<file path="config.mk">
export PLATFORM = sky130hd
export DESIGN_NAME = psw_status_reg
export DESIGN_NICKNAME = d
export VERILOG_FILES = /design/src/rtl/psw_pkg.sv /design/src/rtl/psw_rst_sync.sv /design/src/rtl/psw_flag_calc.sv /design/src/rtl/psw_bank_map.sv /design/src/rtl/psw_status_reg.sv
export SDC_FILE = /design/constraint.sdc
export NUM_CORES = 1
export LEC_CHECK = 0
export BUFFER_PORTS_ARGS = -buffer_cell sky130_fd_sc_hd__buf_2
export CAP_MARGIN = 20
export CORE_MARGIN = 2
export CORE_UTILIZATION = 52
export CTS_CLUSTER_DIAMETER = 100
export CTS_CLUSTER_SIZE = 25
export DETAILED_ROUTE_END_ITERATION = 8
export GPL_TIMING_DRIVEN = 0
export PLACE_DENSITY_LB_ADDON = 0.25
export SLEW_MARGIN = 20
export SYNTH_ARGS = -nofsm -noshare
export SYNTH_HDL_FRONTEND = slang
export SYNTH_SLANG_ARGS = --single-unit
</file>
<file path="constraint.sdc">
create_clock -name clk -period 0.8 [get_ports clk]
set_input_delay 0.16 -clock clk [delete_from_list [all_inputs] [get_ports clk]]
set_output_delay 0.16 -clock clk [all_outputs]
set_load 0.1 [all_outputs]
</file>
<file path="src/rtl/psw_pkg.sv">
package psw_pkg;
  localparam int unsigned OP_W = 3;

  typedef enum logic [OP_W-1:0] {
    OP_NONE  = 3'd0,
    OP_ADD   = 3'd1,
    OP_ADDC  = 3'd2,
    OP_SUBB  = 3'd3,
    OP_MUL   = 3'd4,
    OP_DIV   = 3'd5,
    OP_OTHER = 3'd6,
    OP_RSVD  = 3'd7
  } alu_op_e;

  localparam int unsigned POS_CY  = 7;
  localparam int unsigned POS_AC  = 6;
  localparam int unsigned POS_UA  = 5;
  localparam int unsigned POS_RS1 = 4;
  localparam int unsigned POS_RS0 = 3;
  localparam int unsigned POS_OV  = 2;
  localparam int unsigned POS_UB  = 1;
  localparam int unsigned POS_PAR = 0;
endpackage

</file>
<file path="src/rtl/psw_rst_sync.sv">
module psw_rst_sync #(
  parameter int unsigned STAGES = 2
) (
  input  logic clk,
  input  logic rst_n,
  output logic rst_sync_n
);
  logic [STAGES-1:0] sync_q;

  always_ff @(posedge clk or negedge rst_n) begin
    if (!rst_n) sync_q <= '0;
    else        sync_q <= {sync_q[STAGES-2:0], 1'b1};
  end

  assign rst_sync_n = sync_q[STAGES-1];
endmodule

</file>
<file path="src/rtl/psw_flag_calc.sv">
module psw_flag_calc
  import psw_pkg::*;
#(
  parameter int unsigned DATA_W = 8
) (
  input  alu_op_e           op_i,
  input  logic [DATA_W-1:0] a_i,
  input  logic [DATA_W-1:0] b_i,
  input  logic              cin_i,
  output logic              upd_cyac_o,
  output logic              upd_ov_o,
  output logic              cy_o,
  output logic              ac_o,
  output logic              ov_o
);
  localparam int unsigned HALF = DATA_W / 2;
  localparam int unsigned PW   = 2 * DATA_W;

  logic [DATA_W:0]   add_full, sub_full;
  logic [HALF:0]     add_nib, sub_nib;
  logic [PW-1:0]     prod;
  logic              cin_eff;
  logic              add_ov, sub_ov;

  always_comb begin
    cin_eff  = (op_i == OP_ADDC) ? cin_i : 1'b0;
    add_full = {1'b0, a_i} + {1'b0, b_i} + {{DATA_W{1'b0}}, cin_eff};
    add_nib  = {1'b0, a_i[HALF-1:0]} + {1'b0, b_i[HALF-1:0]} + {{HALF{1'b0}}, cin_eff};
    sub_full = {1'b0, a_i} - {1'b0, b_i} - {{DATA_W{1'b0}}, cin_i};
    sub_nib  = {1'b0, a_i[HALF-1:0]} - {1'b0, b_i[HALF-1:0]} - {{HALF{1'b0}}, cin_i};
    prod     = {{DATA_W{1'b0}}, a_i} * {{DATA_W{1'b0}}, b_i};
    add_ov   = (a_i[DATA_W-1] == b_i[DATA_W-1]) && (add_full[DATA_W-1] != a_i[DATA_W-1]);
    sub_ov   = (a_i[DATA_W-1] != b_i[DATA_W-1]) && (sub_full[DATA_W-1] != a_i[DATA_W-1]);
  end

  always_comb begin
    upd_cyac_o = 1'b0;
    upd_ov_o   = 1'b0;
    cy_o       = 1'b0;
    ac_o       = 1'b0;
    ov_o       = 1'b0;
    unique case (op_i)
      OP_ADD, OP_ADDC: begin
        upd_cyac_o = 1'b1;
        upd_ov_o   = 1'b1;
        cy_o       = add_full[DATA_W];
        ac_o       = add_nib[HALF];
        ov_o       = add_ov;
      end
      OP_SUBB: begin
        upd_cyac_o = 1'b1;
        upd_ov_o   = 1'b1;
        cy_o       = sub_full[DATA_W];
        ac_o       = sub_nib[HALF];
        ov_o       = sub_ov;
      end
      OP_MUL: begin
        upd_cyac_o = 1'b1;
        upd_ov_o   = 1'b1;
        ov_o       = |prod[PW-1:DATA_W];
      end
      OP_DIV: begin
        upd_cyac_o = 1'b1;
        upd_ov_o   = 1'b1;
        ov_o       = (b_i == '0);
      end
      OP_OTHER: begin
        upd_cyac_o = 1'b1;
      end
      default: ;
    endcase
  end
endmodule

</file>
<file path="src/rtl/psw_bank_map.sv">
module psw_bank_map #(
  parameter int unsigned SEL_W = 2,
  parameter int unsigned IDX_W = 3
) (
  input  logic [SEL_W-1:0]       bank_sel_i,
  input  logic [IDX_W-1:0]       idx_i,
  output logic [SEL_W+IDX_W-1:0] base_o,
  output logic [SEL_W+IDX_W-1:0] addr_o
);
  always_comb begin
    base_o = {bank_sel_i, {IDX_W{1'b0}}};
    addr_o = {bank_sel_i, idx_i};
  end
endmodule

</file>
<file path="src/rtl/psw_status_reg.sv">
module psw_status_reg
  import psw_pkg::*;
#(
  parameter int unsigned DATA_W = 8,
  parameter int unsigned IDX_W  = 3,
  parameter int unsigned SEL_W  = 2
) (
  input  logic                   clk,
  input  logic                   rst_n,
  input  logic [2:0]             alu_op_i,
  input  logic [DATA_W-1:0]      op_a_i,
  input  logic [DATA_W-1:0]      op_b_i,
  input  logic                   carry_in_i,
  input  logic [DATA_W-1:0]      acc_i,
  input  logic                   sw_byte_we_i,
  input  logic [7:0]             sw_byte_data_i,
  input  logic                   sw_bit_we_i,
  input  logic [2:0]             sw_bit_sel_i,
  input  logic                   sw_bit_val_i,
  input  logic [IDX_W-1:0]       reg_idx_i,
  output logic [7:0]             psw_o,
  output logic [SEL_W+IDX_W-1:0] bank_base_o,
  output logic [SEL_W+IDX_W-1:0] reg_addr_o
);
  localparam int unsigned AW = SEL_W + IDX_W;

  logic       rst_sync_n;
  logic [7:1] stat_q, stat_d;
  logic       stat_en;
  logic       upd_cyac, upd_ov, cy_n, ac_n, ov_n;
  logic       unused_par_bit;
  alu_op_e    op;

  assign op             = alu_op_e'(alu_op_i);
  assign unused_par_bit = sw_byte_data_i[POS_PAR];

  psw_rst_sync #(.STAGES(2)) u_rst (
    .clk        (clk),
    .rst_n      (rst_n),
    .rst_sync_n (rst_sync_n)
  );

  psw_flag_calc #(.DATA_W(DATA_W)) u_calc (
    .op_i       (op),
    .a_i        (op_a_i),
    .b_i        (op_b_i),
    .cin_i      (carry_in_i),
    .upd_cyac_o (upd_cyac),
    .upd_ov_o   (upd_ov),
    .cy_o       (cy_n),
    .ac_o       (ac_n),
    .ov_o       (ov_n)
  );

  // Next state: byte write, then bit write, then arithmetic (highest priority).
  always_comb begin
    stat_d = stat_q;
    if (sw_byte_we_i) stat_d = sw_byte_data_i[7:1];
    if (sw_bit_we_i && (sw_bit_sel_i != 3'(POS_PAR))) stat_d[sw_bit_sel_i] = sw_bit_val_i;
    if (upd_cyac) begin
      stat_d[POS_CY] = cy_n;
      stat_d[POS_AC] = ac_n;
    end
    if (upd_ov) stat_d[POS_OV] = ov_n;
    stat_en = sw_byte_we_i | sw_bit_we_i | upd_cyac | upd_ov;
  end

  always_ff @(posedge clk or negedge rst_sync_n) begin
    if (!rst_sync_n)  stat_q <= '0;
    else if (stat_en) stat_q <= stat_d;
  end

  assign psw_o = {stat_q, ^acc_i};

  psw_bank_map #(.SEL_W(SEL_W), .IDX_W(IDX_W)) u_bank (
    .bank_sel_i (stat_q[POS_RS1:POS_RS0]),
    .idx_i      (reg_idx_i),
    .base_o     (bank_base_o),
    .addr_o     (reg_addr_o)
  );

  // multiply always leaves carry and half-carry clear
  assert_mul_clears_cy_R4: assert property (@(posedge clk) disable iff (!rst_sync_n)
    (op == OP_MUL) |=> (psw_o[POS_CY] == 1'b0 && psw_o[POS_AC] == 1'b0));

  // divide by zero raises overflow
  assert_div_zero_ov_R5: assert property (@(posedge clk) disable iff (!rst_sync_n)
    (op == OP_DIV && op_b_i == '0) |=> psw_o[POS_OV]);

  // other arithmetic without a software write keeps overflow
  assert_other_keeps_ov_R6: assert property (@(posedge clk) disable iff (!rst_sync_n)
    (op == OP_OTHER && !sw_byte_we_i && !sw_bit_we_i) |=> $stable(psw_o[POS_OV]));

  // user flag A changes only when software writes it
  assert_user_flag_hold_R10: assert property (@(posedge clk) disable iff (!rst_sync_n)
    (!sw_byte_we_i && !(sw_bit_we_i && sw_bit_sel_i == 3'(POS_UA))) |=> $stable(psw_o[POS_UA]));

  // idle cycle keeps the whole stored word
  assert_idle_hold_R6: assert property (@(posedge clk) disable iff (!rst_sync_n)
    (op == OP_NONE && !sw_byte_we_i && !sw_bit_we_i) |=> $stable(psw_o[7:1]));

  // bank part of the register address tracks the status word
  assert_bank_addr_R11: assert property (@(posedge clk) disable iff (!rst_sync_n)
    1'b1 |-> (reg_addr_o[AW-1:IDX_W] == psw_o[POS_RS1:POS_RS0]));
endmodule

</file>
### Yosys cells after proc, flatten, opt, wreduce, memory -nomap -nowiden

Index checks and enable logic that the tools add are counted.

| storage, ports and cells | value |
|---|---|
| input bits | 47 |
| register bits after elaboration | 9 |
| bits in latches | 0 |
| memories kept | 0 |
| RAM bits | 0 |
| ROM bits | 0 |

| operators by class | value |
|---|---|
| div/mod/pow operators | 0 |
| $lt $le $gt $ge | 2 |
| equality and inequality tests | 10 |
| reductions and logical operators | 11 |
| $mul | 1 |
| $add $sub $neg | 8 |
| muxes and demuxes | 13 |
| shifts and indexed selects | 0 |
| bitwise operators | 3 |

Operators with widths:

| kind | count |
|---|---|
| $mul A8 B8 Y16 | 1 |
| $mux W7 | 2 |
| $add A8 B8 Y9 | 1 |
| $add A9 B1 Y9 | 1 |
| $eq A3 B3 Y1 const B | 3 |
| $sub A8 B8 Y9 | 1 |
| $sub A9 B1 Y9 | 1 |
| $logic_not A8 Y1 | 1 |
| $reduce_or A8 Y1 | 1 |
| $reduce_xor A8 Y1 | 1 |
| $bwmux W7 | 1 |
| $eq A3 B2 Y1 const B | 2 |
| $reduce_or A6 Y1 | 1 |
| $add A4 B4 Y5 | 1 |
| $add A5 B1 Y5 | 1 |
| $mux W1 | 5 |
| $reduce_or A5 Y1 | 1 |
| $sub A4 B4 Y5 | 1 |
| $sub A5 B1 Y5 | 1 |
| $logic_and A1 B1 Y1 | 4 |
| $lt A3 B4 Y1 const B | 1 |
| $pmux W1 S2 | 2 |
| $pmux W1 S4 | 1 |
| $demux W1 S3 | 1 |
| 8 further kinds | 12 |

### Logic depth before layout (Yosys ltp)

| depth | value |
|---|---|
| depth in word-level cells | 7 |
| gate-level depth with buffers | 18 |
| mapped depth without buffers | 17 |

### By module

A second synthesis with hierarchy kept.

| second synthesis, totals | value |
|---|---|
| cell total of the unflattened synthesis | 379 |
| area, all modules | 3264.4 um2 |

Modules (own cells, without submodules):

| module | times used | cells each | area an instance (um2) | sequential area each (um2) |
|---|---|---|---|---|
| psw_flag_calc | 1 | 313 | 2582.5 | 0.0 |
| psw_status_reg | 1 | 52 | 549.3 | 175.2 |
| psw_bank_map | 1 | 11 | 78.8 | 0.0 |
| psw_rst_sync | 1 | 3 | 53.8 | 50.0 |

### Least setup slack after synthesis

No wires, ideal clock.

| path | value |
|---|---|
| path kind | input-to-reg |
| start point | input op_a_i[7] |
| end point | register stat_q[2] (netlist bit) |
| path slack | -3.624 ns |
| required time | 0.663 ns |
| library setup time | 0.137 ns |
| arrival | 4.288 ns |
| cell stages on the path | 16 |
| cell sequence | clkbuf_1 > nand2_1 > fa_1 > fa_1 > fa_1 > inv_1 > fa_1 > ha_1 > buf_6 > and3_1 > and3_1 > a221o_1 > a2111oi_2 > a311oi_1 > o41ai_1 > a22oi_1 |

| between the ends | value |
|---|---|
| longest elaborated chain between the ends | 6 |

Ends and longest elaborated chain:

| element | RTL line | source |
|---|---|---|
| start: declaration | psw_status_reg.sv:11 | `input logic [DATA_W-1:0] op_a_i,` |
| branches (longest 4 deep; another with $mul A8 B8 Y16) | -- |  |
| $pmux W1 S4 (*) | psw_flag_calc.sv:42 | `unique case (op_i)` |
| $mux W1 (*) | psw_status_reg.sv:64 | `if (upd_ov) stat_d[POS_OV] = ov_n;` |
| end signal: assignment | psw_status_reg.sv:70 | `else if (stat_en) stat_q <= stat_d;` |
| end: declaration | psw_status_reg.sv:28 | `logic [7:1] stat_q, stat_d;` |

Mark *: on every way between the ends.
A chain may end at the register's enable or synchronous reset.

### Worst setup path after layout

| path | value |
|---|---|
| start point | input op_b_i[2] |
| end point | register stat_q[2] (netlist bit) |

| between the ends | value |
|---|---|
| longest elaborated chain between the ends | 6 |

Ends and longest elaborated chain:

| element | RTL line | source |
|---|---|---|
| start: declaration | psw_status_reg.sv:12 | `input logic [DATA_W-1:0] op_b_i,` |
| branches (longest 4 deep; another with $mul A8 B8 Y16) | -- |  |
| $pmux W1 S4 (*) | psw_flag_calc.sv:42 |  |
| $mux W1 (*) | psw_status_reg.sv:64 |  |

Marks and branches as above.

==> metrics.md <==
| Metric | Value |
|---|---|
| Outcome | finished, violations left |
| Violated checks | negative setup slack |
| Synth top area cells | fa_1, ha_1, inv_1 |
| WL met3 | approximately 300 um |
| N_diodes | 0 |
| Initial DRT Pass Iterations | 4 |
| Die height | between 80 and 90 um |
| Fin. max-slew vios | 0 |
| # DRC | 0 |
| Area growth syn-to-layout | 41.2% |
| Total core area | ~6000 um2 |
| Final worst clock skew | 0.00128 ns |
| Syn Std Cell Area | 3250 um2 |
| WL met1 | about 3.8 mm |
| Top-count cell post-synth | inv_1 |
| Hold Fails Final Rpt | 0 |
| Register area share after synthesis | 0.0693 |
| Layout Nets | ~600 |
| Setup WS post-layout | -3.63 ns |
| Critical path data arrival time | ~4.5 ns |
| Vias in the first global route | around 3000 |
| Drt wl/cell | ~16 um |
| Longest Clk Path Bufs | 2 |
| DR iter-0 viols | roughly 150 |
| Crit. End Element | flop |
| Global-route wire length before repair | about 14 mm |
| RSZ-0062 raised after global routing | true |
| Critical Path RT | ~0.88 ns |
| Starting Density | 0.543 |
| Tot GR Track Use | 0.242 |
| Pin count of the biggest net entering global routing | 11 |
| Top layer in use | met4 |
| Fmax | around 230 MHz |
| Clock root buffer | clkbuf_8 |
| EDFF count, synth | 0 |
| Yosys warns | 0 |
| Met2 WL post-DR | between 4 and 5 mm |
| Maxcap violations | 0 |
| Pwr Density | ~1900 nW/um2 |
| Global route overflow | 0 |
| Top FF cell, synth | dfrtp_1 |
| Hold Slack | around 0.12 ns |
| Synth Area per Inst | around 8.4 um2 |
| Die Area | roughly 7000 um2 |
| CTS tree | built |
| Maximum vdd drop | between 0.002 and 0.003 V |
| H-tree depth | 1 |
| Antenna viol nets, final | 0 |
| Initial antenna violation count | 0 |
| Number of CTS-inserted buffers | 3 |
| Period utilization | 5.54 |
| IO Port Bufs | between 50 and 60 |
| Layout cell share with drive strength beyond 1 | 0.315 |
| Setup Viol. Count Final | 19 |
| Top cells by count, synth | inv_1, ha_1, fa_1 |
| RD Place Congestion | between 0.8 and 0.9 |
| Clk_lat worst skew | approximately 0.23 ns |
| Syn Inst Count | 386 |
| Yosys cell types | 55 |
| Area leader, netlist | fa_1 |
| Detailed Place HPWL | between 6 and 7 mm |
| DP Area | 3900 um2 |
| Synthesized flop and latch total | 9 |
| Worst-path clk slew | approximately 0.040 ns |
| Routed WL | just under 9 mm |
| Fin area | roughly 4600 um2 |
| CP Launch Type | input port |
| Synth top area share | 0.222 |
| Crit-path max FO | 4 |
| FP Rows | 28 |
| Post-Place Setup Slack | -4.25 ns |
| Ports | 65 |
| Tmin final | ~4.4 ns |
| Fillers | ~400 |
| Vias per cell | 5.63 |
| Seq. cell area | 251 um2 |
| Area of the multi-input gates | 2990 um2 |
| Critical path class | in -> reg |
| Total power draw | about 8.5 mW |
| Die X | 83.1 um |
| Post-synth ARST share | 1.00 |
| Routed vias | a little over 3000 |
| Leakage | 2.19 nW |
| Hold crit path type | reg -> async |
| CTS sink cnt | 9 |
-- report_power, final --
part | internal [mW] | switching, mW
logic | 3.39 | 4.00
registers | 0.540 | 0.0794
clock network | 0.346 | 0.169
-- cell usage in the layout (no fill, tap or decap), types with 10 or more instances in the layout --
master | netlist | layout
nand2_1 | 33 | 31
buf_4 | 10 | 20
nor2_1 | 27 | 26
buf_6 | 2 | 22
and2_1 | 23 | 19
a21oi_1 | 12 | 10
fa_1 | 36 | 32
inv_1 | 65 | 61
buf_12 | 0 | 18
ha_1 | 53 | 44
buf_2 | 0 | 18
-- stage by stage --
stage               TNS (ns)  std cells   util
finish                 -9.90        536  0.766
global route          -10.49        536  0.766
CTS                    -9.88        532  0.738
detailed placement    -10.53        517  0.651
global placement      -10.29        517  0.651
floorplan              -7.32        388      -
-- metal layers --
layer	global-route usage	vias up
met5	0	-
met3	0.0229	8
li1	-	1428
met4	0.0283	0
met2	0.428	87
met1	0.331	1493
-- cells by family after synthesis --
kind of cell	Yosys count	share of synthesized area
simple gates	121	0.189
xor+xnor	14	0.0377
flops	9	0.0693
other cells	2	0.00231
mux	10	0.0316
compound gates	59	0.124
buf+inv	82	0.120
fa+ha+maj	89	0.426
-- critical path, stage by stage --
cell	delay [ns]
buf_12	0.11
and2_4	0.15
fa_1	0.54
inv_2	0.05
fa_2	0.53
fa_1	0.44
fa_2	0.56
inv_2	0.04
ha_4	0.24
and3_4	0.18
and3_4	0.16
a221o_2	0.40
a2111oi_4	0.32
a311oi_2	0.09
o41ai_2	0.43
a22oi_1	0.11
-- flip-flops by register name, summed over array words and instances, names as in the netlist --
name / cells
u_rst.sync_q: 2
stat_q: 7
-- final timing paths --
kind                            startpoint  slack (ns)        end  cells past startpoint
setup / recovery                 op_b_i[2]       -3.63  stat_q[2]                     16
min in group clk              sw_bit_val_i        0.23  stat_q[1]                      3
hold reg to reg            u_rst.sync_q[1]        0.12  stat_q[5]                      0
setup reg to reg                 stat_q[2]       -0.60  stat_q[2]                      6
max in group asynchronous  u_rst.sync_q[1]        0.42  stat_q[3]                      0
hold / removal             u_rst.sync_q[1]        0.12  stat_q[5]                      0
-- area by class of cell --
cell class,count,share of cell area
Inverter,65,0.0540
Tap cell,75,0.0204
Sequential cell,9,0.0548
Buffer,16,0.0433
Multi-Input combinational cell,297,0.652
Clock buffer,4,0.00981
Timing Repair Buffer,70,0.166
-- timing repair --
item                                    CTS  global route
pin swaps                                39            25
hold buffers                              1             0
endpoints found under the setup margin   22            19
hold endpoints to repair                  2             0
buffers inserted                         11             4
gates resized for setup                 102            32
No activity file was read; power rests on OpenSTA's default activity.
